### config.mk
export PLATFORM = sky130hd
export DESIGN_NAME = sdc_cmd_unit
export DESIGN_NICKNAME = d
export VERILOG_FILES = /design/src/rtl/sdc_pkg.sv /design/src/rtl/sdc_rsp_check.sv /design/src/rtl/sdc_rsp_store.sv /design/src/rtl/sdc_cmd_ctrl.sv /design/src/rtl/sdc_cmd_unit.sv
export SDC_FILE = /design/constraint.sdc
export NUM_CORES = 1
export LEC_CHECK = 0
export ABC_CLOCK_PERIOD_IN_PS = 2350
export BUFFER_PORTS_ARGS = -buffer_cell sky130_fd_sc_hd__buf_4
export CAP_MARGIN = 20
export CORE_AREA = 2 2 156 158
export CTS_BUF_LIST = sky130_fd_sc_hd__clkbuf_4 sky130_fd_sc_hd__clkbuf_8
export DETAILED_ROUTE_END_ITERATION = 8
export DIE_AREA = 0 0 158 160
export GPL_TIMING_DRIVEN = 1
export PLACE_DENSITY_LB_ADDON = 0.05
export SLEW_MARGIN = 0
export SYNTH_ARGS = -nofsm -noshare
export SYNTH_HDL_FRONTEND = slang
export SYNTH_SLANG_ARGS = --single-unit
export TNS_END_PERCENT = 10
### constraint.sdc
create_clock -name clk -period 2.35 [get_ports clk]
set_input_delay 0.47 -clock clk [delete_from_list [all_inputs] [get_ports clk]]
set_output_delay 0.47 -clock clk [all_outputs]
set_load 0.005 [all_outputs]
### src/rtl/sdc_pkg.sv
package sdc_pkg;
  // command word field positions (software-visible encoding)
  localparam int CMD_W      = 16;
  localparam int IDX_W      = 6;
  localparam int BIT_NEW    = 15;
  localparam int BIT_FAIL   = 14;
  localparam int BIT_NORSP  = 10;
  localparam int BIT_LONG   = 9;
  // status register
  localparam int STAT_W     = 11;
  localparam int STAT_TMO   = 6;
  // byte offsets
  localparam int OFS_CMD    = 'h00;
  localparam int OFS_ARG    = 'h04;
  localparam int OFS_RSP0   = 'h10;
  localparam int OFS_STAT   = 'h20;
  // reply lengths
  localparam int SHORT_LEN  = 4;
endpackage

### src/rtl/sdc_rsp_check.sv
module sdc_rsp_check #(
  parameter int DATA_W    = 32,
  parameter int RSP_BYTES = 16,
  parameter int LEN_W     = 5,
  localparam int WB       = DATA_W / 8,
  localparam int NWORDS   = RSP_BYTES / WB
) (
  input  logic                   no_rsp,
  input  logic                   long_rsp,
  input  logic                   card_err,
  input  logic [LEN_W-1:0]       len,
  input  logic [8*RSP_BYTES-1:0] bytes_in,
  output logic                   fail,
  output logic                   load,
  output logic [DATA_W-1:0]      words [NWORDS]
);
  logic [DATA_W-1:0] long_w [NWORDS];
  logic is_short, is_long, len_bad;

  // word k takes the byte group counted from the end of the buffer
  for (genvar k = 0; k < NWORDS; k++) begin : g_word
    for (genvar j = 0; j < WB; j++) begin : g_byte
      assign long_w[k][DATA_W-1-8*j -: 8] = bytes_in[8*((NWORDS-1-k)*WB+j) +: 8];
    end
  end

  assign is_short = (len == LEN_W'(sdc_pkg::SHORT_LEN));
  assign is_long  = (len == LEN_W'(RSP_BYTES));
  assign len_bad  = !(is_short || is_long) || (is_short && long_rsp);
  assign fail     = card_err || (!no_rsp && len_bad);
  assign load     = !no_rsp && !fail;

  for (genvar k = 0; k < NWORDS; k++) begin : g_sel
    if (k == 0) begin : g_first
      assign words[k] = is_long ? long_w[k] : long_w[NWORDS-1];
    end else begin : g_rest
      assign words[k] = is_long ? long_w[k] : '0;
    end
  end
endmodule

### src/rtl/sdc_rsp_store.sv
module sdc_rsp_store #(
  parameter int DATA_W = 32,
  parameter int NWORDS = 4
) (
  input  logic              clk,
  input  logic              rst,
  input  logic              load,
  input  logic [DATA_W-1:0] words_in [NWORDS],
  output logic [DATA_W-1:0] words_q  [NWORDS]
);
  for (genvar k = 0; k < NWORDS; k++) begin : g_reg
    always_ff @(posedge clk) begin
      if (rst)       words_q[k] <= '0;
      else if (load) words_q[k] <= words_in[k];
    end
  end
endmodule

### src/rtl/sdc_cmd_ctrl.sv
module sdc_cmd_ctrl
  import sdc_pkg::*;
#(
  parameter int DATA_W = 32
) (
  input  logic              clk,
  input  logic              rst,
  input  logic              cmd_we,
  input  logic [CMD_W-1:0]  cmd_wdata,
  input  logic [DATA_W-1:0] arg_q,
  input  logic              rsp_take,
  input  logic              rsp_fail,
  output logic [CMD_W-1:0]  cmd_q,
  output logic              card_req,
  output logic [IDX_W-1:0]  card_idx,
  output logic [DATA_W-1:0] card_arg
);
  logic pending;
  assign pending = cmd_q[BIT_NEW];

  always_ff @(posedge clk) begin
    if (rst) begin
      cmd_q    <= '0;
      card_req <= 1'b0;
      card_idx <= '0;
      card_arg <= '0;
    end else begin
      card_req <= 1'b0;
      if (cmd_we && !pending) begin
        cmd_q <= cmd_wdata;
        if (cmd_wdata[BIT_NEW]) begin
          card_req <= 1'b1;
          card_idx <= cmd_wdata[IDX_W-1:0];
          card_arg <= arg_q;
        end
      end else if (rsp_take) begin
        cmd_q[BIT_NEW] <= 1'b0;
        if (rsp_fail) cmd_q[BIT_FAIL] <= 1'b1;
      end
    end
  end

  AST_REQ_SINGLE_CYCLE: assert property (@(posedge clk) disable iff (rst)
    card_req |=> !card_req);
  AST_REQ_WHILE_PENDING: assert property (@(posedge clk) disable iff (rst)
    card_req |-> pending);
  AST_DONE_CLEARS_NEW: assert property (@(posedge clk) disable iff (rst)
    rsp_take |=> !pending);
  AST_FAIL_FLAG_SET: assert property (@(posedge clk) disable iff (rst)
    (rsp_take && rsp_fail) |=> cmd_q[BIT_FAIL]);
  AST_PENDING_WRITE_IGNORED: assert property (@(posedge clk) disable iff (rst)
    (pending && !rsp_take) |=> $stable(cmd_q));
endmodule

### src/rtl/sdc_cmd_unit.sv
module sdc_cmd_unit
  import sdc_pkg::*;
#(
  parameter int ADDR_W    = 8,
  parameter int DATA_W    = 32,
  parameter int RSP_BYTES = 16,
  parameter int LEN_W     = 5,
  localparam int NWORDS   = RSP_BYTES / (DATA_W / 8)
) (
  input  logic                   clk,
  input  logic                   rst,
  input  logic                   wr_en,
  input  logic [ADDR_W-1:0]      wr_addr,
  input  logic [DATA_W-1:0]      wr_data,
  input  logic                   rd_en,
  input  logic [ADDR_W-1:0]      rd_addr,
  output logic [DATA_W-1:0]      rd_data,
  output logic                   card_req,
  output logic [5:0]             card_cmd_idx,
  output logic [DATA_W-1:0]      card_arg,
  input  logic                   card_rsp_valid,
  input  logic                   card_rsp_err,
  input  logic [LEN_W-1:0]       card_rsp_len,
  input  logic [8*RSP_BYTES-1:0] card_rsp_bytes
);
  logic [CMD_W-1:0]  cmd_q;
  logic [DATA_W-1:0] arg_q;
  logic [STAT_W-1:0] stat_q, stat_nxt;
  logic              rsp_take, chk_fail, chk_load;
  logic [DATA_W-1:0] chk_words [NWORDS];
  logic [DATA_W-1:0] rsp_q     [NWORDS];
  logic [DATA_W-1:0] rd_mux;

  assign rsp_take = card_rsp_valid && cmd_q[BIT_NEW];

  sdc_cmd_ctrl #(.DATA_W(DATA_W)) ctrl_i (
    .clk       (clk),
    .rst       (rst),
    .cmd_we    (wr_en && wr_addr == ADDR_W'(OFS_CMD)),
    .cmd_wdata (wr_data[CMD_W-1:0]),
    .arg_q     (arg_q),
    .rsp_take  (rsp_take),
    .rsp_fail  (chk_fail),
    .cmd_q     (cmd_q),
    .card_req  (card_req),
    .card_idx  (card_cmd_idx),
    .card_arg  (card_arg)
  );

  sdc_rsp_check #(.DATA_W(DATA_W), .RSP_BYTES(RSP_BYTES), .LEN_W(LEN_W)) check_i (
    .no_rsp   (cmd_q[BIT_NORSP]),
    .long_rsp (cmd_q[BIT_LONG]),
    .card_err (card_rsp_err),
    .len      (card_rsp_len),
    .bytes_in (card_rsp_bytes),
    .fail     (chk_fail),
    .load     (chk_load),
    .words    (chk_words)
  );

  sdc_rsp_store #(.DATA_W(DATA_W), .NWORDS(NWORDS)) store_i (
    .clk      (clk),
    .rst      (rst),
    .load     (rsp_take && chk_load),
    .words_in (chk_words),
    .words_q  (rsp_q)
  );

  always_ff @(posedge clk) begin
    if (rst)                                         arg_q <= '0;
    else if (wr_en && wr_addr == ADDR_W'(OFS_ARG))   arg_q <= wr_data;
  end

  // a fresh failure wins over a clear in the same cycle
  always_comb begin
    stat_nxt = stat_q;
    if (wr_en && wr_addr == ADDR_W'(OFS_STAT)) stat_nxt = stat_q & ~wr_data[STAT_W-1:0];
    if (rsp_take && chk_fail) stat_nxt[STAT_TMO] = 1'b1;
  end

  always_ff @(posedge clk) begin
    if (rst) stat_q <= '0;
    else     stat_q <= stat_nxt;
  end

  always_comb begin
    rd_mux = '0;
    if (rd_addr == ADDR_W'(OFS_CMD))  rd_mux = DATA_W'(cmd_q);
    if (rd_addr == ADDR_W'(OFS_ARG))  rd_mux = arg_q;
    if (rd_addr == ADDR_W'(OFS_STAT)) rd_mux = DATA_W'(stat_q);
    for (int k = 0; k < NWORDS; k++) begin
      if (rd_addr == ADDR_W'(OFS_RSP0 + 4*k)) rd_mux = rsp_q[k];
    end
  end

  always_ff @(posedge clk) begin
    if (rst)        rd_data <= '0;
    else if (rd_en) rd_data <= rd_mux;
  end

  AST_TMO_ON_FAIL: assert property (@(posedge clk) disable iff (rst)
    (rsp_take && chk_fail) |=> stat_q[STAT_TMO]);
  AST_NORSP_KEEPS_WORDS: assert property (@(posedge clk) disable iff (rst)
    (rsp_take && cmd_q[BIT_NORSP]) |=> $stable(rsp_q[0]) && $stable(rsp_q[NWORDS-1]));
  AST_STRAY_IGNORED: assert property (@(posedge clk) disable iff (rst)
    (card_rsp_valid && !cmd_q[BIT_NEW] && !wr_en) |=> $stable(rsp_q[0]) && $stable(stat_q));
  AST_FAIL_NO_LOAD: assert property (@(posedge clk) disable iff (rst)
    (rsp_take && chk_fail) |=> $stable(rsp_q[0]));
endmodule

==> summary.txt <==
Critical path
  – Critical path depth: 6
  – Worst Path Arrival: 2.38 ns
  – CP peak stage delay: 0.69 ns
  – Reg2reg end: store_i.words_q[70]
  – Worst path top cell family by delay: simple AND/OR/NAND/NOR gates
  – Worst-case reg-to-reg path depth: 6
  – Largest fanout on the critical path: 96
  – Startpoint types: flip-flop
  – Worst r2r src: ctrl_i.cmd_q[9]
  – Critical Path RT: 2.75 ns
  – Worst path slowest cell: or4_2
  – Reg-to-reg slack, setup: 0.36 ns
  – Critical Setup Path Class: reg -> reg
  – Crit path cell chain: nor3b_1 -> o21ai_1 -> or4_2 -> buf_12 -> nand2_1 -> a21oi_1
  – CP Buf/Inv Count: 1
  – CP endpoint kind: flip-flop

Clock network
  – TritonCTS clock tree: done
  – Worst skew pair latency: 0.55 ns
  – Max clock buf depth: 3
  – Post_cts resized: 0
  – Clk sinks: 258
  – Clk root buf: clkbuf_8
  – Post-CTS Hold Buffers: 0
  – Worst-path clk slew: 0.06 ns
  – CTS H-tree depth: 2
  – Setup Buffers After CTS: 0
  – CTS buffer count: 43

Synthesis
  – Fraction of registers with async set/reset: 0
  – Synth area leaders: dfxtp_1, mux2i_1, a21oi_1
  – Yosys reg bits: 258
  – Count of different cell masters after synthesis: 44
  – XOR/XNOR share of the synthesized area: 0
  – Cell area after synthesis: 11100 µm²
  – Register area share after synthesis: 0.465
  – Adder-cell share of the synthesized area: 0
  – Top_reg_cell synth: dfxtp_1
  – Top cells by count, synth: dfxtp_1, nand2_1, a21oi_1, nor2_1, nand3_1
  – Mux contribution to synthesized area: 0.0848
  – Post-synth EDFFs: 0
  – Synth Area in Compound Gates: 0.204
  – Mapped Cells: 1360
  – Yosys warnings: 0
  – Count leader, synth: dfxtp_1
  – Syn_nets: 1547
  – Yosys top cell area share: 0.465
  – Synth area leader: dfxtp_1
  – Main combinational cell family by area after synthesis: compound AO/OA/AOI/OAI gates
  – Simple-gate share of the synthesized area: 0.198
  – Avg Cell Area, Syn: 8.16 µm²

Layout
  – P&R area growth vs syn: 28.2%
  – Final Util: 0.597
  – Share of cells above drive strength 1: 0.237
  – Layout Nets: 1766

Placed design
  – DP Worst Slack: -0.00793 ns
  – Placer Congestion: 0.920
  – Final HPWL from detailed placement: 23700 µm
  – Port Buf Inserts: 257

STA
  – Setup TNS: 0 ns
  – Final worst slack: 0.364 ns
  – Worst slew pin tran: 0.512 ns
  – Slew Viols, Final: 0
  – Period utilisation layout: 0.845
  – Max Clock Skew: 0.0253 ns
  – Slew headroom: 0.658
  – Fmax: 503 MHz
  – Minimum clock period after layout: 1.99 ns
  – RSZ-0062 raised after global routing: no
  – Setup-failing EPs final: 0
  – Hold Fails Final Rpt: 0

GRT
  – Initial antenna violation count: 1
  – GR Util All Layers: 0.257
  – Vias in the first global route: 9318
  – Total grt overflow: 0
  – First-pass GRT wire length: 51600 µm
  – Largest net degree at the start of global routing: 97

Power and ir drop
  – Leakage: 5.60 nW
  – PD cells: 630 nW/µm²
  – Peak VDD IR: 0.000319 V
  – Final Power: 0.00896 W

Floorplanning
  – FP Rows: 57
  – Io pins: 258
  – Die height: 160 µm
  – Initial Util: 0.466
  – Die ar.: 25300 µm²
  – Die X: 158 µm
  – Core Area: 23800 µm²

Route
  – DRT met1 WL: 16700 µm
  – Highest metal used: met4
  – DR WL met2: 13600 µm
  – WL/cell: 17.2 µm
  – Drt total wl: 33200 µm
  – Met3 wire len: 2290 µm
  – Antenna Nets Post-Route: 0
  – DRT Pass-1 Iters: 5
  – Drc violations: 0
  – Vias/cell: 5.29
  – Vias: 10200
  – 1st-iter DRT viols: 842

Hold path
  – Hold Path Class: in -> reg
  – Hold Path Sink: stat_q[7]
  – Hold depth: 2
  – Hold wc startpoint: wr_data[7]

Run
  – Max Cap Viol: 0

Status
  – Status: completed
==> metrics by stage <==
step	std cells	area, µm²	hold WS [ns]
finish	1931	14200	0.137
global route	1931	14200	0.118
CTS	1929	14200	0.105
detailed placement	1857	13400	0.439
global placement	1857	13400	0.435
floorplan	1360	11100	0.427
==> registers in the layout (all words and copies together), names as in the netlist <==
register	flops
ctrl_i.cmd_q	16
ctrl_i.card_idx	6
ctrl_i.card_arg	32
stat_q	11
store_i.words_q	128
arg_q	32
rd_data	32
ctrl_i.card_req	1
==> cell families (layout without fill, tap and decap cells) <==
group           after synthesis  count (layout)
other cells                   0               1
simple gates                499             499
flops                       258             258
buf+inv                     126             372
compound gates              383             383
mux                          94              94
==> layer usage <==
| layer | vias to the layer above | GRT usage |
|---|---|---|
| li1 | 5196 | - |
| met4 | 0 | 0.0704 |
| met5 | - | 0 |
| met2 | 352 | 0.344 |
| met1 | 4633 | 0.421 |
| met3 | 39 | 0.0380 |
==> cell usage in the layout, fill, tap and decap left out, drive strengths merged, types with 10 or more instances in the layout <==
cell type | synthesis | layout
dfxtp | 258 | 258
a211oi | 32 | 32
nand3 | 98 | 98
nand2b | 22 | 22
nand4 | 10 | 10
a21oi | 169 | 169
nand2 | 222 | 222
o31ai | 10 | 10
clkbuf | 83 | 66
a21o | 10 | 10
o2111ai | 20 | 20
o21ai | 96 | 96
a2bb2oi | 16 | 16
mux2i | 94 | 94
nor2 | 123 | 123
o21a | 16 | 16
buf | 39 | 296
==> how the worst max path moves through the flow <==
| stage | start | slack (ns) | to |
|---|---|---|---|
| after floorplan | card_rsp_len[3] | 0.37 | store_i.words_q[0] |
| after CTS | ctrl_i.cmd_q[9] | 0.37 | store_i.words_q[75] |
| final | ctrl_i.cmd_q[9] | 0.36 | store_i.words_q[70] |
| after global routing | ctrl_i.cmd_q[9] | 0.19 | store_i.words_q[72] |
| after global placement | card_rsp_len[3] | 0.01 | store_i.words_q[69] |
| after detailed placement | card_rsp_len[3] | -0.008 | store_i.words_q[92] |
==> final cells by class <==
| type | instances | area [µm²] |
|---|---|---|
| diodes | 1 | 2.50 |
| flip-flops and latches | 258 | 5160 |
| clock inverters | 6 | 30.0 |
| inverters | 4 | 15.0 |
| fillers | 2286 | 9590 |
| clock buffers | 66 | 821 |
| well taps | 324 | 405 |
| multi-input cells | 976 | 5410 |
| repair buffers | 296 | 2380 |
==> power breakdown <==
part	internal (W)	switching, W
registers	0.00438	0.00000575
clock network	0.00221	0.00173
logic	0.000313	0.000322
total	0.00690	0.00206
No activity file was read; power rests on OpenSTA's default activity.
